<file path="src/rtl/vrg_pkg.sv">
package vrg_pkg;
  localparam int OPS    = 3;
  localparam int LOGW   = 5;
  localparam int FBW    = $clog2(OPS + 1);
  localparam int MAXLOG = 3;
  localparam int MINLOG = -3;

  typedef enum logic [2:0] {
    CZ_OK    = 3'd0,
    CZ_LMUL  = 3'd1,
    CZ_SEW   = 3'd2,
    CZ_EEW   = 3'd3,
    CZ_BIG   = 3'd4,
    CZ_SMALL = 3'd5,
    CZ_ALIGN = 3'd6,
    CZ_MASK  = 3'd7
  } cause_e;

  typedef enum logic [1:0] {
    OP_PLAIN = 2'd0,
    OP_WIDEN = 2'd1,
    OP_EEW   = 2'd2,
    OP_SPARE = 2'd3
  } opclass_e;

  typedef struct packed {
    cause_e                     cfgCause;
    logic                       maskOn;
    logic [OPS-1:0][LOGW-1:0]   emulLog;
  } strobe_t;
endpackage

</file>
<file path="src/rtl/vrg_ctrl.sv">
module vrg_ctrl
  import vrg_pkg::*;
(
  input  logic [2:0] lmulCode,
  input  logic [2:0] sewCode,
  input  logic [2:0] eewCode,
  input  logic [1:0] opClass,
  input  logic       masked,
  output strobe_t    stb
);
  logic signed [LOGW-1:0] lmulLog;
  logic signed [LOGW-1:0] sewLog;
  logic signed [LOGW-1:0] eewLog;
  logic signed [LOGW-1:0] wideLog;
  logic signed [LOGW-1:0] dataLog;
  logic                   lmulBad;
  logic                   sewBad;
  logic                   eewBad;
  opclass_e               cls;

  assign cls = opclass_e'(opClass);

  // multiplier code to log2 of group size
  always_comb begin
    lmulBad = 1'b0;
    case (lmulCode)
      3'b000:  lmulLog = LOGW'(0);
      3'b001:  lmulLog = LOGW'(1);
      3'b010:  lmulLog = LOGW'(2);
      3'b011:  lmulLog = LOGW'(3);
      3'b111:  lmulLog = LOGW'(-1);
      3'b110:  lmulLog = LOGW'(-2);
      3'b101:  lmulLog = LOGW'(-3);
      default: begin
        lmulLog = LOGW'(0);
        lmulBad = 1'b1;
      end
    endcase
  end

  always_comb begin
    sewLog  = $signed(LOGW'(sewCode[1:0]));
    eewLog  = $signed(LOGW'(eewCode[1:0]));
    sewBad  = sewCode[2];
    eewBad  = (cls == OP_EEW) && eewCode[2];
    wideLog = lmulLog + LOGW'(1);
    dataLog = lmulLog + eewLog - sewLog;
  end

  always_comb begin
    if (lmulBad)     stb.cfgCause = CZ_LMUL;
    else if (sewBad) stb.cfgCause = CZ_SEW;
    else if (eewBad) stb.cfgCause = CZ_EEW;
    else             stb.cfgCause = CZ_OK;
    stb.maskOn = masked;
    case (cls)
      OP_WIDEN: begin
        stb.emulLog[0] = wideLog;
        stb.emulLog[1] = wideLog;
      end
      OP_EEW: begin
        stb.emulLog[0] = dataLog;
        stb.emulLog[1] = lmulLog;
      end
      default: begin
        stb.emulLog[0] = lmulLog;
        stb.emulLog[1] = lmulLog;
      end
    endcase
    stb.emulLog[2] = lmulLog;
  end
endmodule

</file>
<file path="src/rtl/vrg_dp.sv">
module vrg_dp
  import vrg_pkg::*;
#(
  parameter int IDX_W = 5
) (
  input  strobe_t                     stb,
  input  logic [OPS-1:0][IDX_W-1:0]   idxVec,
  input  logic [OPS-1:0]              useVec,
  output logic [OPS-1:0][2:0]         causeVec,
  output logic                        illegal,
  output logic [FBW-1:0]              firstBad
);
  for (genvar g = 0; g < OPS; g++) begin : gOp
    logic signed [LOGW-1:0] eLog;
    logic [IDX_W-1:0]       lowMask;
    logic                   misal;
    logic                   coversV0;
    cause_e                 c;

    always_comb begin
      eLog = stb.emulLog[g];
      lowMask = '0;
      for (int b = 0; b < IDX_W; b++) begin
        if (b < int'(eLog)) lowMask[b] = 1'b1;
      end
      misal    = |(idxVec[g] & lowMask);
      coversV0 = (g == 0) && stb.maskOn && (idxVec[g] == '0);
    end

    always_comb begin
      if (!useVec[g])                   c = CZ_OK;
      else if (stb.cfgCause != CZ_OK)   c = stb.cfgCause;
      else if (int'(eLog) > MAXLOG)     c = CZ_BIG;
      else if (int'(eLog) < MINLOG)     c = CZ_SMALL;
      else if (misal)                   c = CZ_ALIGN;
      else if (coversV0)                c = CZ_MASK;
      else                              c = CZ_OK;
    end

    assign causeVec[g] = c;
  end

  always_comb begin
    firstBad = '0;
    illegal  = 1'b0;
    for (int i = OPS - 1; i >= 0; i--) begin
      if (causeVec[i] != 3'd0) begin
        firstBad = FBW'(i + 1);
        illegal  = 1'b1;
      end
    end
  end

  // a failing instruction always names an operand
  always_comb begin
    if (illegal) begin
      p_first_named_r11: assert (firstBad != '0);
    end
  end
endmodule

</file>
<file path="src/rtl/vrg_legality_check.sv">
module vrg_legality_check
  import vrg_pkg::*;
#(
  parameter int IDX_W   = 5,
  parameter bit REG_OUT = 1'b1
) (
  input  logic             clk,
  input  logic             rstN,
  input  logic [2:0]       lmulCode,
  input  logic [2:0]       sewCode,
  input  logic [2:0]       eewCode,
  input  logic [1:0]       opClass,
  input  logic             masked,
  input  logic [IDX_W-1:0] vdIdx,
  input  logic [IDX_W-1:0] vs2Idx,
  input  logic [IDX_W-1:0] vs1Idx,
  input  logic             useVs2,
  input  logic             useVs1,
  output logic             illegal,
  output logic [2:0]       vdCause,
  output logic [2:0]       vs2Cause,
  output logic [2:0]       vs1Cause,
  output logic [1:0]       firstBad
);
  strobe_t                   stb;
  logic [OPS-1:0][IDX_W-1:0] idxVec;
  logic [OPS-1:0]            useVec;
  logic [OPS-1:0][2:0]       causeVec;
  logic                      illNext;
  logic [FBW-1:0]            firstNext;

  assign idxVec = {vs1Idx, vs2Idx, vdIdx};
  assign useVec = {useVs1, useVs2, 1'b1};

  vrg_ctrl u_ctrl (
    .lmulCode (lmulCode),
    .sewCode  (sewCode),
    .eewCode  (eewCode),
    .opClass  (opClass),
    .masked   (masked),
    .stb      (stb)
  );

  vrg_dp #(.IDX_W(IDX_W)) u_dp (
    .stb      (stb),
    .idxVec   (idxVec),
    .useVec   (useVec),
    .causeVec (causeVec),
    .illegal  (illNext),
    .firstBad (firstNext)
  );

  if (REG_OUT) begin : gReg
    logic pastValid;

    always_ff @(posedge clk or negedge rstN) begin
      if (!rstN) begin
        illegal   <= 1'b0;
        vdCause   <= 3'd0;
        vs2Cause  <= 3'd0;
        vs1Cause  <= 3'd0;
        firstBad  <= 2'd0;
        pastValid <= 1'b0;
      end else begin
        illegal   <= illNext;
        vdCause   <= causeVec[0];
        vs2Cause  <= causeVec[1];
        vs1Cause  <= causeVec[2];
        firstBad  <= 2'(firstNext);
        pastValid <= 1'b1;
      end
    end

    p_plain_m1_r1: assert property (@(posedge clk) disable iff (!rstN)
      pastValid && $past(lmulCode) == 3'b000 && $past(opClass) == 2'd0 &&
      !$past(sewCode[2]) && !$past(masked) |-> !illegal);

    p_reserved_lmul_r2: assert property (@(posedge clk) disable iff (!rstN)
      pastValid && $past(lmulCode) == 3'b100 |-> illegal && vdCause == 3'd1);

    p_odd_misalign_r3: assert property (@(posedge clk) disable iff (!rstN)
      pastValid && $past(lmulCode) == 3'b001 && $past(opClass) == 2'd0 &&
      !$past(sewCode[2]) && $past(vdIdx[0]) |-> vdCause == 3'd6);

    p_frac_free_r4: assert property (@(posedge clk) disable iff (!rstN)
      pastValid && $past(lmulCode) == 3'b111 && $past(opClass) == 2'd0 &&
      !$past(sewCode[2]) && !$past(masked) |-> !illegal);

    p_widen_m8_r5: assert property (@(posedge clk) disable iff (!rstN)
      pastValid && $past(lmulCode) == 3'b011 && $past(opClass) == 2'd1 &&
      !$past(sewCode[2]) |-> vdCause == 3'd4 && vs2Cause == 3'd4);

    p_mask_v0_r8: assert property (@(posedge clk) disable iff (!rstN)
      pastValid && $past(masked) && $past(vdIdx) == '0 |-> illegal);
  end else begin : gComb
    assign illegal  = illNext;
    assign vdCause  = causeVec[0];
    assign vs2Cause = causeVec[1];
    assign vs1Cause = causeVec[2];
    assign firstBad = 2'(firstNext);
  end
endmodule

</file>
<file path="config.mk">
export PLATFORM = sky130hd
export DESIGN_NAME = vrg_legality_check
export DESIGN_NICKNAME = d
export VERILOG_FILES = /design/src/rtl/vrg_pkg.sv /design/src/rtl/vrg_ctrl.sv /design/src/rtl/vrg_dp.sv /design/src/rtl/vrg_legality_check.sv
export SDC_FILE = /design/constraint.sdc
export NUM_CORES = 1
export LEC_CHECK = 0
export BUFFER_PORTS_ARGS = -buffer_cell sky130_fd_sc_hd__buf_2
export CAP_MARGIN = 20
export CORE_MARGIN = 1
export CORE_UTILIZATION = 45
export DETAILED_ROUTE_END_ITERATION = 12
export GPL_TIMING_DRIVEN = 0
export PLACE_DENSITY = 0.72
export SKIP_LAST_GASP = 1
export SLEW_MARGIN = 40
export SYNTH_ARGS = -nofsm -noshare
export SYNTH_HDL_FRONTEND = slang
export SYNTH_SLANG_ARGS = --single-unit
</file>
<file path="constraint.sdc">
create_clock -name clk -period 0.8 [get_ports clk]
set_clock_uncertainty 0.2 [all_clocks]
set_input_delay 0.08 -clock clk [delete_from_list [all_inputs] [get_ports clk]]
set_output_delay 0.08 -clock clk [all_outputs]
set_load 0.02 [all_outputs]
</file>
Word level (Yosys, flattened, before mapping)
Cells that the tools add are included.
Word-level totals
  flip-flop bits (word level): 12
  input bits: 31
  output and inout bits: 12
Operators by class
  add/sub/neg operators: 3
  $lt $le $gt $ge: 21
  equal/unequal tests: 8
  muxes and demuxes: 41
  bitwise logic cells: 3
  reductions and logical operators: 12
Operators by type and width (number)
  3-bit 2-to-1 mux: 17
  3-bit by 5-bit < comparator with 1-bit output, first input constant: 6
  5-bit one-hot mux with 6 select lines: 1
  10-bit one-hot mux with 2 select lines: 1
  1-bit 2-to-1 mux: 18
  5-bit bitwise AND: 3
  5-bit by 3-bit greater-than comparator with 1-bit output, second input constant: 3
  1-bit by 5-bit < comparator with 1-bit output, first input constant: 3
  2-bit by 5-bit < comparator with 1-bit output, first input constant: 3
  4-bit by 5-bit < comparator with 1-bit output, first input constant: 3
  5-bit by 3-bit < comparator with 1-bit output, second input constant: 3
  5-bit OR reduction: 3
  3-bit nonzero test: 4
  3-bit equality test, second input constant: 3
  2-bit 2-to-1 mux: 4
  7-bit OR reduction: 1
  3-bit by 2-bit equality test with 1-bit output, second input constant: 2
  5-bit by 2-bit adder with 5-bit output, second input constant: 1
  5-bit by 3-bit adder with 5-bit output: 1
  5-bit logical NOT: 1
  5-bit by 3-bit subtractor with 5-bit output: 1
  3-bit by 1-bit equality test with 1-bit output, second input constant: 1
  3-bit logical NOT: 1
  2-bit by 1-bit equality test with 1-bit output, second input constant: 1
  other kinds (2): 3

Depth between registers and ports, before layout
  word-level depth: 17
  gate-level depth with buffers: 15
  gate-level depth less buffers: 14

Modules after synthesis
From an unflattened synthesis, not the netlist that was laid out.
Unflattened totals
  cells, all modules: 156
  area total of the unflattened synthesis: 1257.5 um^2
Modules (own cells, without submodules)
  vrg_dp: times used 1, cells each 77, area an instance 496.7 um^2, seq. area each 0.0 um^2
  vrg_ctrl: times used 1, cells each 66, area an instance 456.7 um^2, seq. area each 0.0 um^2
  vrg_legality_check: times used 1, cells each 13, area an instance 304.0 um^2, seq. area each 300.3 um^2

Least setup slack after synthesis
No wires, ideal clock.
  path type: input to register
  start point: input lmulCode[0]
  end point: register firstBad[1]
  setup time: 78 ps
  data arrival time: 3341 ps
  setup slack: -2819 ps
  cell stages on the path: 15
  path through: inv_1 ha_1 clkbuf_1 o21bai_1 xnor2_1 ha_1 inv_1 fa_1 fa_1 a2bb2oi_1 a21oi_1 or3_4 a221oi_2 nor3b_2 a21boi_1
Between the ends
  cells in the longest elaborated chain, start to end: 16
RTL lines
  start: declaration: line vrg_legality_check.sv:9  | input logic [2:0] lmulCode,
  branches (longest 15 deep; another with 5-bit by 3-bit adder with 5-bit output)
  2-bit 2-to-1 mux *: line vrg_dp.sv:47  | if (causeVec[i] != 3'd0) begin
  net firstNext[1]: line vrg_legality_check.sv:30  | logic [FBW-1:0] firstNext;
  end signal: assignment: line vrg_legality_check.sv:69  | firstBad <= 2'(firstNext);
  end: declaration: line vrg_legality_check.sv:23  | output logic [1:0] firstBad
Mark *: on every way through the listed nets, which the timed path passes.

Final worst setup path
  start point: input lmulCode[1]
  end point: register firstBad[1]
Same word-level chain as after synthesis.

==> flow_summary_export.csv <==
group,metric,value,unit
timing,fin_ws,-2453,ps
worst_setup_path,crit_chain,"buf_12 -> inv_12 -> ha_4 -> buf_8 -> o21bai_4 -> xnor2_2 -> ha_2 -> inv_2 -> fa_2 -> fa_2 -> a221oi_4 -> a21oi_2 -> or3_4 -> a221oi_4 -> nor3b_4 -> a21boi_2",
worst_hold_path,hp-class,"in -> reg",
logic_synthesis,syn-cell-area,1376,um^2
final_layout,final_area,2064,um^2
floorplanning,die_h,57.31,um
timing,setup_viol,24,
power,seqPwrFrac,27.3,%
worst_setup_path,path_max_fanout,4,
power,p_int,1.546,mW
status,status,"finished with violations",
route,dr_total_vias,1528,
timing,tns,-23130,ps
worst_hold_path,hold_end,"vdCause[0]",
clock_network,clock_path_buffers,2,
timing,slew_headroom,65.51,%
worst_setup_path,end_kind,"flip-flop",
place,gp_congestion,0.8182,
final_layout,final_cell_mix,"28 x buf_2, 14 x inv_1, 13 x buf_6, 13 x buf_4, 12 x dfrtp_1",
timing,tightest_slew,517.3,ps
final_layout,antenna_cells,0,
logic_synthesis,synth_top_area_cell,"dfrtp_1",
floorplanning,num_rows,19,
worst_setup_path,cp_num_cells,16,
timing,maxSlewViolCount,0,
route,wl,3652,um
final_layout,fin_nets,271,
final_layout,drive_above_1_share,43.50,%
logic_synthesis,synth.top_cells.by_area,"dfrtp_1 22%, ha_1 12%, inv_1 4.9%",
power,ir_drop,0.4808,mV
final_layout,final_core_util,72.98,%
logic_synthesis,ys_seq_area_share,21.82,%
logic_synthesis,synthArstFlopShare,100.0,%
worst_hold_path,hold_depth,2,
place,portBuffers,40,
final_layout,syn_to_final_growth,50.00,%
clock_network,cts_made_buffers,3,
timing,post-route-period-util,406.6,%
logic_synthesis,synth_edf_count,0,
status,violations,"design-rule violations, negative hold slack, negative setup slack",
logic_synthesis,syn_nets,212,
power,power_density,1216,nW/um^2
logic_synthesis,yosysWarnings,0,
route,drcViolationCount,6,
job,maxCapViolations,0,
route,vias_per_cell,6.016,
worst_setup_path,crit_path_top_delay_cell,"or3_4",
final_layout,final_cells,254,
worst_setup_path,crit_arrival,3260,ps
clock_network,cts_root_buf,"clkbuf_4",
logic_synthesis,synthFlopType,"dfrtp_1",
floorplanning,fp.dieW,57.31,um
route,drtPass1Iterations,11,
timing,final.min_clock_period,3253,ps
clock_network,htreeDepth,1,
clock_network,cts_tree,"done",
global_routing,grt_pass1_wl,5913,um
timing,rsz0062_at_grt,"true",
clock_network,cts_sinks,12,
logic_synthesis,syn_avg_cell_area,8.291,um^2
timing,hold_violations,16,
route,antenna_left,0,
clock_network,cts_hold_buffers,1,
power,p_sw,0.9632,mW
timing,hold_ws,-188.5,ps
worst_setup_path,path_delay_family,"adder cells",
floorplanning,pin_count,43,
floorplanning,start_util,48.65,%
place,place_area,1737,um^2
global_routing,grt_overflow,0,
final_layout,final_common_cell,"buf_2",
timing,timing.fmax,307.4,MHz
floorplanning,core-area,2829,um^2
worst_setup_path,cp.buffers_inverters,4,
power,clkPwrFrac,14.3,%
power,p_leak,0.9161,nW
logic_synthesis,ys_ff_latch,12,
logic_synthesis,synthCells,166,
power,combPwrFrac,58.3,%
logic_synthesis,synthDistinctLibCells,53,
global_routing,antenna_found_initial,0,
power,switching_share,38.38,%
floorplanning,dieArea,3284,um^2
worst_hold_path,min_from,"sewCode[2]",
clock_network,clkTransAtPathRegs,70,ps
global_routing,grt_max_degree,13,
global_routing,track_usage,22.69,%
place,place_hpwl,2738,um
worst_setup_path,start_kind,"primary input",
route,drt_iter0_drc,46,
worst_setup_path,critPathKind,"in -> reg",
place,dp_cells,237,
route,wire_per_inst,14.38,um
logic_synthesis,yosysTopAreaCellShare,21.82,%
worst_setup_path,cp_data_required_time,810,ps
worst_setup_path,critPathMaxStageDelay,410,ps
global_routing,grt_pass1_vias,1424,
## layer usage
layer	part of all wire, %	global-route usage, %	vias up
li1	-	-	738
met3	4.5	2.494	8
met2	54	43.36	53
met1	39	25.04	729
met5	0	0	-
met4	1.8	10.10	0
## through the flow
step / worst slack (ps) / power, mW / hold slack, ps
floorplan: -2555 / 1.517 / -415.6
finish: -2453 / 2.509 / -188.5
CTS: -2473 / 2.427 / -177.8
global route: -2602 / 2.646 / -165.9
global placement: -2991 / 1.791 / -248.1
detailed placement: -3063 / 1.826 / -244.6
## Yosys cell counts, types with 2 or more instances
cell / number
inv_1: 18
ha_1: 13
a21oi_1: 12
dfrtp_1: 12
o21ai_0: 12
nand2_1: 9
a31oi_1: 6
nand3_1: 6
o211ai_1: 5
nor2_1: 4
a21o_1: 3
clkbuf_1: 3
nand2b_1: 3
nor3_1: 3
o21ai_1: 3
o31ai_1: 3
xnor2_1: 3
a21boi_1: 2
a221o_1: 2
a221oi_1: 2
a2bb2oi_1: 2
a311oi_1: 2
buf_2: 2
fa_1: 2
nand3b_1: 2
nor2b_1: 2
o2111ai_1: 2
or3_1: 2
or3_4: 2
## repair_timing
action / 4_1_cts / 5_1_grt
endpoints found under the hold margin: 22 / 8
pin swaps: 13 / 7
gates resized for setup: 42 / 8
endpoints found under the setup margin: 24 / 24
setup buffers: 11 / 4
## power groups by stage
stage | combinational (mW) | clock (mW) | sequential (mW)
floorplan | 0.754 | 0 | 0.762
detailed placement | 1.14 | 0 | 0.682
global placement | 1.11 | 0 | 0.684
finish | 1.46 | 0.360 | 0.686
CTS | 1.40 | 0.341 | 0.686
global route | 1.59 | 0.372 | 0.689
## cell type report
type | count | area [um^2]
Multi-Input combinational cell | 129 | 1132
Tap cell | 31 | 38.79
Fill cell | 211 | 764.5
Buffer | 6 | 53.80
Timing Repair Buffer | 54 | 412.9
Clock buffer | 3 | 22.52
Inverter | 19 | 103.9
Sequential cell | 12 | 300.3
## worst max path at each step
stage	start	slack, ps	to
after global placement	lmulCode[1]	-2990	firstBad[1]
after floorplan	lmulCode[1]	-2560	firstBad[1]
after global routing	lmulCode[1]	-2600	firstBad[1]
after CTS	lmulCode[1]	-2470	firstBad[1]
after detailed placement	lmulCode[1]	-3060	firstBad[1]
final	lmulCode[1]	-2450	firstBad[1]
## cells by family (layout without fill, tap and decap cells)
logic type               count (synthesis)  count (layout)  share of synthesized area, %
XOR/XNOR                                 3               3                         1.909
multiplexers                             1               1                        0.7273
flip-flops                              12              12                         21.82
AND/OR/NAND/NOR                         42              42                         17.91
adder cells (fa/ha/maj)                 15              15                         14.73
AO/OA/AOI/OAI                           68              68                         34.46
buffers and inverters                   25              82                         8.454
## flip-flops by register name, indices dropped and copies added (netlist names)
| name | flops |
|---|---|
| firstBad | 2 |
| vs2Cause | 3 |
| vs1Cause | 3 |
| vdCause | 3 |
| illegal | 1 |
(Power assumes the default switching activity.)
